## config.mk

```make
export PLATFORM = sky130hd
export DESIGN_NAME = pgw_top
export DESIGN_NICKNAME = d
export VERILOG_FILES = /design/src/rtl/pgw_pkg.sv /design/src/rtl/pgw_addr.sv /design/src/rtl/pgw_perm.sv /design/src/rtl/pgw_ctrl.sv /design/src/rtl/pgw_top.sv
export SDC_FILE = /design/constraint.sdc
export NUM_CORES = 1
export LEC_CHECK = 0
export ABC_AREA = 1
export BUFFER_PORTS_ARGS = -buffer_cell sky130_fd_sc_hd__buf_2
export CAP_MARGIN = 30
export CORE_MARGIN = 4
export CORE_UTILIZATION = 45
export DETAILED_ROUTE_END_ITERATION = 8
export GPL_ROUTABILITY_DRIVEN = 0
export PLACE_DENSITY = 0.71
export SYNTH_ARGS = -nofsm -noshare
export SYNTH_HDL_FRONTEND = slang
export SYNTH_SLANG_ARGS = --single-unit
```

## constraint.sdc

```tcl
create_clock -name clk -period 4.1 [get_ports clk]
set_input_delay 0.41 -clock clk [delete_from_list [all_inputs] [get_ports clk]]
set_output_delay 0.41 -clock clk [all_outputs]
set_load 0.02 [all_outputs]
```

## src/rtl/pgw_pkg.sv

```systemverilog
package pgw_pkg;
   localparam int unsigned BIT_P  = 0;
   localparam int unsigned BIT_RW = 1;
   localparam int unsigned BIT_US = 2;
   localparam int unsigned BIT_A  = 5;
   localparam int unsigned BIT_D  = 6;

   typedef enum logic [2:0] {
      ST_IDLE,
      ST_DIR_RD,
      ST_DIR_WB,
      ST_TBL_RD,
      ST_TBL_WB
   } walk_st_e;
endpackage

```

## src/rtl/pgw_addr.sv

```systemverilog
module pgw_addr #(
   parameter int unsigned AW    = 32,
   parameter int unsigned LVL_W = 10,
   parameter int unsigned OFS_W = 12,
   parameter int unsigned ENT_B = 4
) (
   input  logic [AW-1:0]       base_i,
   input  logic [LVL_W-1:0]    dir_idx_i,
   input  logic [AW-OFS_W-1:0] tbl_frm_i,
   input  logic [LVL_W-1:0]    tbl_idx_i,
   output logic [AW-1:0]       dir_addr_o,
   output logic [AW-1:0]       tbl_addr_o
);
   localparam int unsigned ENT_SH = $clog2(ENT_B);

   // the base is page aligned, so the sum never carries into the frame bits
   assign dir_addr_o = base_i + (AW'(dir_idx_i) << ENT_SH);
   assign tbl_addr_o = {tbl_frm_i, {OFS_W{1'b0}}} + (AW'(tbl_idx_i) << ENT_SH);
endmodule

```

## src/rtl/pgw_perm.sv

```systemverilog
module pgw_perm #(
   parameter bit SUP_WP = 1'b0
) (
   input  logic dir_rw_i,
   input  logic dir_us_i,
   input  logic tbl_rw_i,
   input  logic tbl_us_i,
   input  logic wr_i,
   input  logic user_i,
   output logic eff_rw_o,
   output logic eff_us_o,
   output logic viol_o
);
   assign eff_rw_o = dir_rw_i & tbl_rw_i;
   assign eff_us_o = dir_us_i & tbl_us_i;

   generate
      if (SUP_WP) begin : g_sup_wp
         assign viol_o = (user_i & ~eff_us_o) | (wr_i & ~eff_rw_o);
      end else begin : g_sup_free
         assign viol_o = user_i & (~eff_us_o | (wr_i & ~eff_rw_o));
      end
   endgenerate
endmodule

```

## src/rtl/pgw_ctrl.sv

```systemverilog
module pgw_ctrl
   import pgw_pkg::*;
#(
   parameter int unsigned AW    = 32,
   parameter int unsigned LVL_W = 10,
   parameter int unsigned OFS_W = 12
) (
   input  logic                clk,
   input  logic                rst_n,
   input  logic                req_valid_i,
   input  logic [AW-1:0]       req_lin_i,
   input  logic                req_write_i,
   input  logic                req_user_i,
   output logic                req_ready_o,
   input  logic [AW-1:0]       dir_addr_i,
   input  logic [AW-1:0]       tbl_addr_i,
   output logic [AW-OFS_W-1:0] tbl_frm_o,
   output logic [LVL_W-1:0]    tbl_idx_o,
   output logic [AW-1:0]       pte_cur_o,
   output logic                wr_o,
   output logic                user_o,
   output logic                dir_rw_o,
   output logic                dir_us_o,
   input  logic                eff_rw_i,
   input  logic                eff_us_i,
   input  logic                viol_i,
   output logic                mem_req_o,
   output logic                mem_we_o,
   output logic [AW-1:0]       mem_addr_o,
   output logic [AW-1:0]       mem_wdata_o,
   input  logic                mem_ack_i,
   input  logic [AW-1:0]       mem_rdata_i,
   output logic                done_o,
   output logic                fault_o,
   output logic [AW-OFS_W-1:0] frame_o,
   output logic [2:0]          attr_o,
   output logic [AW-1:0]       fault_addr_o
);
   localparam logic [AW-1:0] A_MASK = AW'(1) << BIT_A;
   localparam logic [AW-1:0] D_MASK = AW'(1) << BIT_D;

   walk_st_e       st_q;
   logic [AW-1:0]  lin_q, dir_addr_q, pde_q, pte_q, pte_upd;
   logic           wr_q, user_q;

   assign req_ready_o = (st_q == ST_IDLE);
   assign tbl_frm_o   = pde_q[AW-1:OFS_W];
   assign tbl_idx_o   = lin_q[OFS_W+LVL_W-1:OFS_W];
   assign pte_cur_o   = (st_q == ST_TBL_RD) ? mem_rdata_i : pte_q;
   assign wr_o        = wr_q;
   assign user_o      = user_q;
   assign dir_rw_o    = pde_q[BIT_RW];
   assign dir_us_o    = pde_q[BIT_US];
   assign pte_upd     = mem_rdata_i | A_MASK | (wr_q ? D_MASK : '0);

   always_comb begin
      mem_req_o   = 1'b0;
      mem_we_o    = 1'b0;
      mem_addr_o  = dir_addr_q;
      mem_wdata_o = pde_q | A_MASK;
      unique case (st_q)
         ST_DIR_RD: mem_req_o = 1'b1;
         ST_DIR_WB: begin mem_req_o = 1'b1; mem_we_o = 1'b1; end
         ST_TBL_RD: begin mem_req_o = 1'b1; mem_addr_o = tbl_addr_i; end
         ST_TBL_WB: begin
            mem_req_o   = 1'b1;
            mem_we_o    = 1'b1;
            mem_addr_o  = tbl_addr_i;
            mem_wdata_o = pte_q;
         end
         default: ;
      endcase
   end

   always_ff @(posedge clk or negedge rst_n) begin
      if (!rst_n) begin
         st_q         <= ST_IDLE;
         lin_q        <= '0;
         dir_addr_q   <= '0;
         pde_q        <= '0;
         pte_q        <= '0;
         wr_q         <= 1'b0;
         user_q       <= 1'b0;
         done_o       <= 1'b0;
         fault_o      <= 1'b0;
         frame_o      <= '0;
         attr_o       <= '0;
         fault_addr_o <= '0;
      end else begin
         done_o  <= 1'b0;
         fault_o <= 1'b0;
         case (st_q)
            ST_IDLE: if (req_valid_i) begin
               lin_q      <= req_lin_i;
               wr_q       <= req_write_i;
               user_q     <= req_user_i;
               dir_addr_q <= dir_addr_i;
               st_q       <= ST_DIR_RD;
            end
            ST_DIR_RD: if (mem_ack_i) begin
               pde_q <= mem_rdata_i;
               if (!mem_rdata_i[BIT_P]) begin
                  done_o       <= 1'b1;
                  fault_o      <= 1'b1;
                  fault_addr_o <= lin_q;
                  st_q         <= ST_IDLE;
               end else if (!mem_rdata_i[BIT_A]) begin
                  st_q <= ST_DIR_WB;
               end else begin
                  st_q <= ST_TBL_RD;
               end
            end
            ST_DIR_WB: if (mem_ack_i) st_q <= ST_TBL_RD;
            ST_TBL_RD: if (mem_ack_i) begin
               pte_q <= pte_upd;
               if (!mem_rdata_i[BIT_P] || viol_i) begin
                  done_o       <= 1'b1;
                  fault_o      <= 1'b1;
                  fault_addr_o <= lin_q;
                  st_q         <= ST_IDLE;
               end else if (pte_upd != mem_rdata_i) begin
                  st_q <= ST_TBL_WB;
               end else begin
                  done_o  <= 1'b1;
                  frame_o <= mem_rdata_i[AW-1:OFS_W];
                  attr_o  <= {mem_rdata_i[BIT_D], eff_us_i, eff_rw_i};
                  st_q    <= ST_IDLE;
               end
            end
            ST_TBL_WB: if (mem_ack_i) begin
               done_o  <= 1'b1;
               frame_o <= pte_q[AW-1:OFS_W];
               attr_o  <= {pte_q[BIT_D], eff_us_i, eff_rw_i};
               st_q    <= ST_IDLE;
            end
            default: st_q <= ST_IDLE;
         endcase
      end
   end
endmodule

```

## src/rtl/pgw_top.sv

```systemverilog
module pgw_top
   import pgw_pkg::*;
#(
   parameter int unsigned AW     = 32,
   parameter int unsigned LVL_W  = 10,
   parameter int unsigned OFS_W  = 12,
   parameter bit          SUP_WP = 1'b0
) (
   input  logic                clk,
   input  logic                rst_n,
   input  logic                base_wr_i,
   input  logic [AW-1:0]       base_i,
   input  logic                req_valid_i,
   input  logic [AW-1:0]       req_lin_i,
   input  logic                req_write_i,
   input  logic                req_user_i,
   output logic                req_ready_o,
   output logic                mem_req_o,
   output logic                mem_we_o,
   output logic [AW-1:0]       mem_addr_o,
   output logic [AW-1:0]       mem_wdata_o,
   input  logic                mem_ack_i,
   input  logic [AW-1:0]       mem_rdata_i,
   output logic                done_o,
   output logic                fault_o,
   output logic [AW-OFS_W-1:0] frame_o,
   output logic [2:0]          attr_o,
   output logic [AW-1:0]       fault_addr_o
);
   localparam int unsigned   FRM_W   = AW - OFS_W;
   localparam int unsigned   ENT_B   = AW / 8;
   localparam logic [AW-1:0] PG_MASK = ~AW'((64'd1 << OFS_W) - 64'd1);

   generate
      if (AW != 2 * LVL_W + OFS_W) begin : g_bad_split
         $error("pgw_top: two index fields plus the offset must fill the address");
      end
      if ((1 << LVL_W) * ENT_B != (1 << OFS_W)) begin : g_bad_table
         $error("pgw_top: one table must fill exactly one page");
      end
      if (OFS_W <= BIT_D) begin : g_bad_ofs
         $error("pgw_top: status bits must sit below the frame field");
      end
   endgenerate

   logic [AW-1:0]    base_q;
   logic [AW-1:0]    dir_addr, tbl_addr, pte_cur;
   logic [FRM_W-1:0] tbl_frm;
   logic [LVL_W-1:0] tbl_idx;
   logic             wr, user, dir_rw, dir_us, eff_rw, eff_us, viol;

   always_ff @(posedge clk or negedge rst_n) begin
      if (!rst_n)         base_q <= '0;
      else if (base_wr_i) base_q <= base_i & PG_MASK;
   end

   pgw_addr #(.AW(AW), .LVL_W(LVL_W), .OFS_W(OFS_W), .ENT_B(ENT_B)) u_addr (
      .base_i     (base_q),
      .dir_idx_i  (req_lin_i[AW-1 -: LVL_W]),
      .tbl_frm_i  (tbl_frm),
      .tbl_idx_i  (tbl_idx),
      .dir_addr_o (dir_addr),
      .tbl_addr_o (tbl_addr)
   );

   pgw_perm #(.SUP_WP(SUP_WP)) u_perm (
      .dir_rw_i (dir_rw),
      .dir_us_i (dir_us),
      .tbl_rw_i (pte_cur[BIT_RW]),
      .tbl_us_i (pte_cur[BIT_US]),
      .wr_i     (wr),
      .user_i   (user),
      .eff_rw_o (eff_rw),
      .eff_us_o (eff_us),
      .viol_o   (viol)
   );

   pgw_ctrl #(.AW(AW), .LVL_W(LVL_W), .OFS_W(OFS_W)) u_ctrl (
      .clk          (clk),
      .rst_n        (rst_n),
      .req_valid_i  (req_valid_i),
      .req_lin_i    (req_lin_i),
      .req_write_i  (req_write_i),
      .req_user_i   (req_user_i),
      .req_ready_o  (req_ready_o),
      .dir_addr_i   (dir_addr),
      .tbl_addr_i   (tbl_addr),
      .tbl_frm_o    (tbl_frm),
      .tbl_idx_o    (tbl_idx),
      .pte_cur_o    (pte_cur),
      .wr_o         (wr),
      .user_o       (user),
      .dir_rw_o     (dir_rw),
      .dir_us_o     (dir_us),
      .eff_rw_i     (eff_rw),
      .eff_us_i     (eff_us),
      .viol_i       (viol),
      .mem_req_o    (mem_req_o),
      .mem_we_o     (mem_we_o),
      .mem_addr_o   (mem_addr_o),
      .mem_wdata_o  (mem_wdata_o),
      .mem_ack_i    (mem_ack_i),
      .mem_rdata_i  (mem_rdata_i),
      .done_o       (done_o),
      .fault_o      (fault_o),
      .frame_o      (frame_o),
      .attr_o       (attr_o),
      .fault_addr_o (fault_addr_o)
   );
endmodule

```

==> results of run 1 <==
worst max-delay path, stage by stage (launching register included):
cell	delay, ns
dfrtp_1	0.53
nand2_1	0.12
nor2_2	0.18
nor2_1	0.06
nor2_1	0.14
nand2_1	0.07
nand2_1	0.09
nand2_1	0.07
nand2_2	0.54
nand2_2	0.62
nand2_1	0.22
nand2_1	0.07
kinds of logic (layout without fill, tap and decap cells):
logic type      after synthesis  in the layout  share of synthesized area [%]
simple gates                484            484                           22.9
flops                       197            197                           58.5
compound gates              133            133                           7.99
buf+inv                     122            317                           5.85
mux                          35             35                           4.67
other cells                   1              6                         0.0445
metrics by stage:
stage / area [sq um] / power (uW) / setup WS, ns / std cells / hold slack [ns]
floorplan: 8430 / 5470 / 2.14 / 973 / 0.114
global placement: 9600 / 6580 / 1.33 / 1365 / 0.436
detailed placement: 9600 / 6660 / 1.36 / 1365 / 0.440
CTS: 10200 / 8460 / 1.32 / 1397 / 0.0672
global route: 10200 / 8980 / 0.900 / 1397 / 0.0844
finish: 10200 / 8390 / 1.27 / 1401 / 0.0354
sequential cells by signal (all words and copies together), names as in the netlist:
register / flops
u_ctrl.fault_addr_o: 32
u_ctrl.pte_q: 32
u_ctrl.lin_q: 31
u_ctrl.pde_q: 31
u_ctrl.dir_addr_q: 21
base_q: 20
u_ctrl.frame_o: 20
u_ctrl.attr_o: 3
u_ctrl.st_q: 3
u_ctrl.done_o: 1
u_ctrl.fault_o: 1
u_ctrl.user_o: 1
u_ctrl.wr_o: 1
metal layers:
metal | up-vias | share of wire (%) | global-route usage, % | wire length (microns)
met2 | 239 | 47 | 32.6 | 10200
li1 | 3439 | - | - | -
met1 | 3298 | 45 | 29.3 | 9870
met5 | - | 0.059 | 0 | 13
met3 | 25 | 6.6 | 4.50 | 1440
met4 | 2 | 1.5 | 6.43 | 318
Yosys cell counts (2+ instances only):
cell	instances	area share, %
buf_1	2	0.089
buf_2	13	0.77
buf_4	5	0.45
clkbuf_1	36	1.6
dfrtp_1	197	59
inv_1	60	2.7
inv_2	6	0.27
mux2_2	34	4.5
nand2_1	405	18
nand2_2	4	0.30
nand3_1	61	3.6
nor2_1	9	0.40
o21ai_0	125	7.4
o21ai_1	3	0.18
layout by cell type (no fill, tap or decap), drive strengths merged, types with 4 or more instances in the layout:
master / count
nand3: 61
buf: 218
dfrtp: 197
nor2: 11
nand2: 409
o21ai: 128
diode: 4
mux2: 34
inv: 71
clkbuf: 22
layout make-up:
| type | count | area, sq um |
|---|---|---|
| Tap cell | 229 | 287 |
| Antenna cell | 4 | 10.0 |
| Sequential cell | 197 | 4930 |
| Clock inverter | 11 | 161 |
| Fill cell | 1676 | 7960 |
| Inverter | 66 | 248 |
| Multi-Input combinational cell | 654 | 3010 |
| Timing Repair Buffer | 219 | 1130 |
| Clock buffer | 21 | 470 |
report_power, final:
| group | internal (uW) | leakage [uW] | switching (uW) |
|---|---|---|---|
| sequential | 2770 | 0.00243 | 498 |
| clock | 1030 | 0.000313 | 749 |
| combinational | 1130 | 0.00288 | 2210 |
how the worst min path moves through the flow:
stage / slack (ns) / from / endpoint / cells past startpoint
after floorplan: 0.11 / rst_n / base_q[12] / 0
after global placement: 0.44 / u_ctrl.pte_q[5] / u_ctrl.pte_q[5] / 2
after detailed placement: 0.44 / u_ctrl.pte_q[5] / u_ctrl.pte_q[5] / 2
after CTS: 0.07 / rst_n / u_ctrl.fault_addr_o[13] / 1
after global routing: 0.08 / rst_n / u_ctrl.lin_q[13] / 1
final: 0.04 / rst_n / u_ctrl.fault_addr_o[13] / 1
==> flow_metrics.tcl, run 1 <==
set metrics [dict create \
    clock_latency_ns 0.43 \
    ys_ff_latch 197 \
    slew_violations 0 \
    post-route-util_pct 56.3 \
    layout-drive-gt1-share_pct 25.5 \
    cts_resized 0 \
    critPathLaunchType "flip-flop" \
    cts_sinks 197 \
    power_density_nw_per_um2 819 \
    clockRootBuffer "clkbuf_16" \
    maxCapViolCount 0 \
    syn_to_final_growth_pct 21.7 \
    critPathArrivalTime_ns 3.14 \
    worstSetupPathType "reg2reg" \
    rows 49 \
    wl_microns 21900 \
    required_ns 4.41 \
    antenna_found_initial 1 \
    cts_buffer_depth 2 \
    hold_class "in2async" \
    clock_skew_ns 0.0108 \
    vias 7003 \
    drc 0 \
    critPathMaxFanout 33 \
    period_share_pct 69.1 \
    yosysWarningCount 0 \
    start_util_pct 46.3 \
    avgSynthCellArea_sq_um 8.66 \
    syn-cell-area_sq_um 8420 \
    reg2reg_from "u_ctrl.st_q[0]" \
    reg2reg_depth 11 \
    cp-endpoint "u_ctrl.fault_addr_o[2]" \
    clk_pin_slew_worst_paths_ns 0.07 \
    status "finished, final reports clean" \
    rsz0062_at_grt "no" \
    cellLeakagePower_uw 0.00563 \
    grt_use_total_pct 20.8 \
    avgRoutedWirePerCell_microns 15.6 \
    setup_violations 0 \
    synth_top_flop_cell "dfrtp_1" \
    routed_via_density 5.00 \
    cts_tree "built" \
    io_pins 227 \
    synth_edf_count 0 \
    hold_viol_final 0 \
    die_h_microns 145 \
    cts.htree.levels 4 \
    clock.fmax_mhz 353 \
    first_global_vias 6700 \
    tightest_slew_ns 0.950 \
    firstDrtPassIters 5 \
    core_area_sq_um 18200 \
    final_nets 1258 \
    chipWidth_microns 145 \
    ys_async_sr_fraction_pct 100 \
    startpoint "u_ctrl.st_q[0]" \
    postCtsHoldBufs 0 \
    grt_overflow 0 \
    vdd_drop_max_v 0.000365 \
    relSlewSlack_pct 36.6 \
    hpwl_microns 14600 \
    finalCriticalPeriod_ns 2.83 \
    drt_iter0_markers 415 \
    postCtsSetupBuffers 0 \
    rrSetupSlack_ns 1.27 \
    numCtsBuffers 17 \
    synth.distinct_cells 26 \
    grt_pass1_wl_microns 34400 \
    yosysSeqAreaShare_pct 58.5 \
    dieArea_sq_um 21000 \
    finalSetupTns_ns 0 \
    worst_setup_path_end_kind "flip-flop" \
    grt_start_max_net_pins 95 \
    port_buffers 212 \
    r2r_end "u_ctrl.fault_addr_o[2]" \
    syn-instance-count 972 \
    drt.antenna.violating_nets 0 \
]
Note: power is estimated with default switching activity, not from simulation.
==> run 2, diff against run 1 <==
- clock period: 4.1 -> 2.8 ns (I/O delays scaled with it)
==> flow_metrics.tcl, run 2 (same netlist as run 1, synthesis figures left out) <==
set metrics [dict create \
    final_common_cell "nand2_1" \
    final_nets 1267 \
    cts_tree "built" \
    rsz0062_at_grt "no" \
    nFillCells 1657 \
    die_h_microns 145 \
    first_global_vias 6775 \
    postCtsHoldBufs 1 \
    core_area_sq_um 18200 \
    cts_buffer_depth 2 \
    syn_to_final_growth_pct 22.8 \
    critPathArrivalTime_ns 2.13 \
    start_util_pct 46.3 \
    finalCriticalPeriod_ns 2.41 \
    final_cell_mix "nand2_1 (404), buf_2 (211), dfrtp_1 (197)" \
    period_share_pct 85.9 \
    vias 7012 \
    drt.antenna.violating_nets 0 \
    chipWidth_microns 145 \
    firstDrtPassIters 7 \
    io_pins 227 \
    status "finished, final reports clean" \
    worst_setup_path_end_kind "output port" \
    finalSetupTns_ns 0 \
    grt_overflow 0 \
    cts_resized 0 \
    grt_pass1_wl_microns 34600 \
    post-route-util_pct 56.8 \
    tightest_slew_ns 0.676 \
    maxCapViolCount 0 \
    grt_use_total_pct 21.0 \
    vdd_drop_max_v 0.000548 \
    setup_violations 0 \
    hold_viol_final 0 \
    clk_pin_slew_worst_paths_ns 0.07 \
    cts_sinks 197 \
    antenna_found_initial 2 \
    clockRootBuffer "clkbuf_16" \
    wl_microns 21900 \
    top_regs "u_ctrl.fault_addr_o x32, u_ctrl.pte_q x32" \
    critPathLaunchType "flip-flop" \
    postCtsSetupBuffers 0 \
    numCtsBuffers 17 \
    seq_area_sq_um 4930 \
    grt_start_max_net_pins 73 \
    cts.htree.levels 4 \
    clock_skew_ns 0.0107 \
    hpwl_microns 14800 \
    placed_cells_incl_taps 1372 \
    instances_no_fill 1411 \
    drc 0 \
    layout-drive-gt1-share_pct 26.1 \
    port_buffers 212 \
    routed_via_density 4.97 \
    multi_input_area_sq_um 3010 \
    clock.fmax_mhz 416 \
    cellLeakagePower_uw 0.00566 \
    critPathMaxFanout 30 \
    avgRoutedWirePerCell_microns 15.5 \
    slew_violations 0 \
    clock_latency_ns 0.43 \
    drt_iter0_markers 479 \
    power_density_nw_per_um2 1190 \
    required_ns 2.52 \
    worstSetupPathType "reg2out" \
    dieArea_sq_um 21000 \
    hold_class "in2reg" \
    relSlewSlack_pct 54.8 \
    rows 49 \
]
run 2: final timing paths:
check | from | endpoint | slack (ns) | depth (start not counted)
worst max-delay path | u_ctrl.st_q[0] | mem_addr_o[4] | 0.39 | 6
worst min-delay path | base_i[25] | base_q[25] | 0.06 | 3
worst max register to register | u_ctrl.st_q[1] | u_ctrl.fault_addr_o[16] | 0.48 | 9
worst min register to register | u_ctrl.pte_q[5] | u_ctrl.pte_q[5] | 0.45 | 2
max in group asynchronous | rst_n | u_ctrl.fault_addr_o[18] | 1.60 | 3
min in group asynchronous | rst_n | u_ctrl.fault_addr_o[13] | 0.42 | 2
run 2: report_power, final:
part	internal, uW	leakage [uW]	switching (uW)
sequential	4060	0.00243	736
clock	1360	0.000293	1170
combinational	1710	0.00294	3240
run 2: per-layer routing:
| layer | routed length (microns) | GRT usage (%) | part of all wire [%] | up-vias |
|---|---|---|---|---|
| li1 | - | - | - | 3466 |
| met1 | 9840 | 29.3 | 45 | 3288 |
| met2 | 10300 | 32.8 | 47 | 229 |
| met3 | 1350 | 3.88 | 6.2 | 27 |
| met4 | 421 | 7.95 | 1.9 | 2 |
| met5 | 7 | 0 | 0.032 | - |
run 2: final cells by class:
class / count / share of cell area [%]
clock inverters: 15 / 1.85
well taps: 229 / 2.77
clock buffers: 17 / 4.11
diodes: 5 / 0.121
multi-input cells: 654 / 29.1
inverters: 66 / 2.40
flip-flops and latches: 197 / 47.7
repair buffers: 228 / 12.0
run 2: worst max-delay path, stage by stage (launching register included):
cell and delay, ns:
dfrtp_1 0.52, nand3_1 0.21, nand2_1 0.15, buf_4 0.38, nand2_1 0.13, nand2_1 0.12, buf_2 0.17
run 2: per-stage QoR:
step / worst slack (ns) / hold WS [ns] / instance area (sq um) / power (uW)
after floorplan: 0.887 / -0.0156 / 8430 / 8000
after global placement: 0.533 / 0.338 / 9680 / 9670
after detailed placement: 0.500 / 0.338 / 9680 / 9810
after CTS: 0.371 / 0.0366 / 10300 / 12400
after global routing: 0.220 / 0.0358 / 10300 / 13100
final: 0.395 / 0.0583 / 10300 / 12300
==> run 3, diff against run 2 <==
- CORE_UTILIZATION: 45 -> 53
- PLACE_DENSITY: 0.71 -> 0.81
==> flow_metrics.tcl, run 3 (same netlist as run 1, synthesis figures left out) <==
set metrics [dict create \
    seq_area_sq_um 4930 \
    worstSetupPathType "reg2out" \
    routed_via_density 5.20 \
    slew_violations 0 \
    final_cell_mix "nand2_1 (404), buf_2 (211), dfrtp_1 (197)" \
    critPathArrivalTime_ns 2.23 \
    rsz0062_at_grt "no" \
    antenna_found_initial 1 \
    avgRoutedWirePerCell_microns 16.0 \
    nFillCells 1267 \
    final_common_cell "nand2_1" \
    drc 0 \
    worst_setup_path_end_kind "output port" \
    clock.fmax_mhz 398 \
    start_util_pct 54.8 \
    cts_buffer_depth 2 \
    finalCriticalPeriod_ns 2.51 \
    final_nets 1266 \
    grt_start_max_net_pins 77 \
    multi_input_area_sq_um 3010 \
    setup_violations 0 \
    clk_pin_slew_worst_paths_ns 0.07 \
    numCtsBuffers 17 \
    drt.antenna.violating_nets 0 \
    top_regs "u_ctrl.fault_addr_o x32, u_ctrl.pte_q x32" \
    cellLeakagePower_uw 0.00563 \
    critPathMaxFanout 16 \
    cts_sinks 197 \
    relSlewSlack_pct 35.9 \
    hold_depth 3 \
    placed_cells_incl_taps 1354 \
    rows 45 \
    hpwl_microns 14600 \
    hold_class "in2reg" \
    chipWidth_microns 134 \
    core_area_sq_um 15400 \
    grt_pass1_wl_microns 35700 \
    period_share_pct 89.8 \
    instances_no_fill 1387 \
    firstDrtPassIters 5 \
    clock_latency_ns 0.44 \
    die_h_microns 134 \
    grt_use_total_pct 25.0 \
    top_layer "met4" \
    finalSetupTns_ns 0 \
    port_buffers 212 \
    tightest_slew_ns 0.962 \
    first_global_vias 7093 \
    grt_overflow 0 \
    met2_length_microns 10600 \
    clock_skew_ns 0.00914 \
    power_density_nw_per_um2 1190 \
    cts_resized 0 \
    io_pins 227 \
    wl_met1_microns 9440 \
    reg2reg_depth 9 \
    drt_iter0_markers 592 \
    hold_viol_final 0 \
    place_area_sq_um 9650 \
    layout-drive-gt1-share_pct 25.7 \
    clockRootBuffer "clkbuf_16" \
    maxCapViolCount 0 \
    dieArea_sq_um 18000 \
    syn_to_final_growth_pct 21.4 \
    cts.htree.levels 4 \
    vias 7218 \
    fin_area_sq_um 10200 \
    dr_wl_met3_microns 1570 \
    critPathLaunchType "flip-flop" \
    vdd_drop_max_v 0.000577 \
    required_ns 2.52 \
    cts_tree "built" \
    wl_microns 22300 \
    status "finished, final reports clean" \
]
==> run 3: cell types whose count changed in the layout (fill, tap and decap cells not counted), sizes merged <==
cell      change
buf           -1
clkinv        +3
clkbuf        +3
diode         -4
inv           -4
clkinvlp      -3
==> run 3: final timing paths <==
path	from	to	slack, ns
worst min-delay path	base_i[28]	base_q[28]	0.05
max in group asynchronous	rst_n	u_ctrl.fault_addr_o[4]	1.63
worst min register to register	u_ctrl.pte_q[5]	u_ctrl.pte_q[5]	0.46
worst max-delay path	u_ctrl.st_q[0]	mem_addr_o[20]	0.29
min in group asynchronous	rst_n	base_q[24]	0.43
worst max register to register	u_ctrl.st_q[1]	u_ctrl.fault_addr_o[12]	0.37
==> run 3: per-layer routing <==
metal	GRT usage, %	up-vias
li1	-	3463
met1	33.5	3430
met2	40.2	275
met3	5.44	50
met4	10.0	0
met5	0	-
==> run 3: area by class of cell <==
cell class	instances	share of cell area (%)
antenna	1	0.0245
tap	211	2.58
sequential	197	48.2
clock inverter	11	1.25
clock buffer	20	4.27
inverter	66	2.42
multi-input combinational	654	29.4
timing repair buffer	227	11.8
==> run 3: power breakdown <==
| part | internal [uW] | switching (uW) | total, uW |
|---|---|---|---|
| logic | 1690 | 3260 | 4960 |
| clock network | 1320 | 1080 | 2400 |
| registers | 4060 | 753 | 4820 |
| total | 7070 | 5100 | 12200 |
==> run 3: timing repair <==
action                                 CTS  global route
hold buffers                             1             0
endpoints found under the hold margin   73             0
buffers inserted                         0             0
==> run 3: stage by stage <==
step / power [uW] / utilization, % / hold WS (ns) / setup slack [ns]
after floorplan: 8000 / - / -0.0156 / 0.887
after global placement: 9610 / 62.8 / 0.358 / 0.586
after detailed placement: 9780 / 62.8 / 0.359 / 0.486
after CTS: 12200 / 66.5 / 0.0469 / 0.294
after global routing: 13000 / 66.5 / 0.0666 / 0.131
final: 12200 / 66.5 / 0.0529 / 0.285
==> run 3: worst max-delay path, stage by stage, from the launching register on <==
cell and delay (ns):
dfrtp_1 0.48, nand3_1 0.23, nand2_1 0.12, inv_2 0.33, buf_4 0.30, nand2_1 0.07, nand2_1 0.09, buf_2 0.17
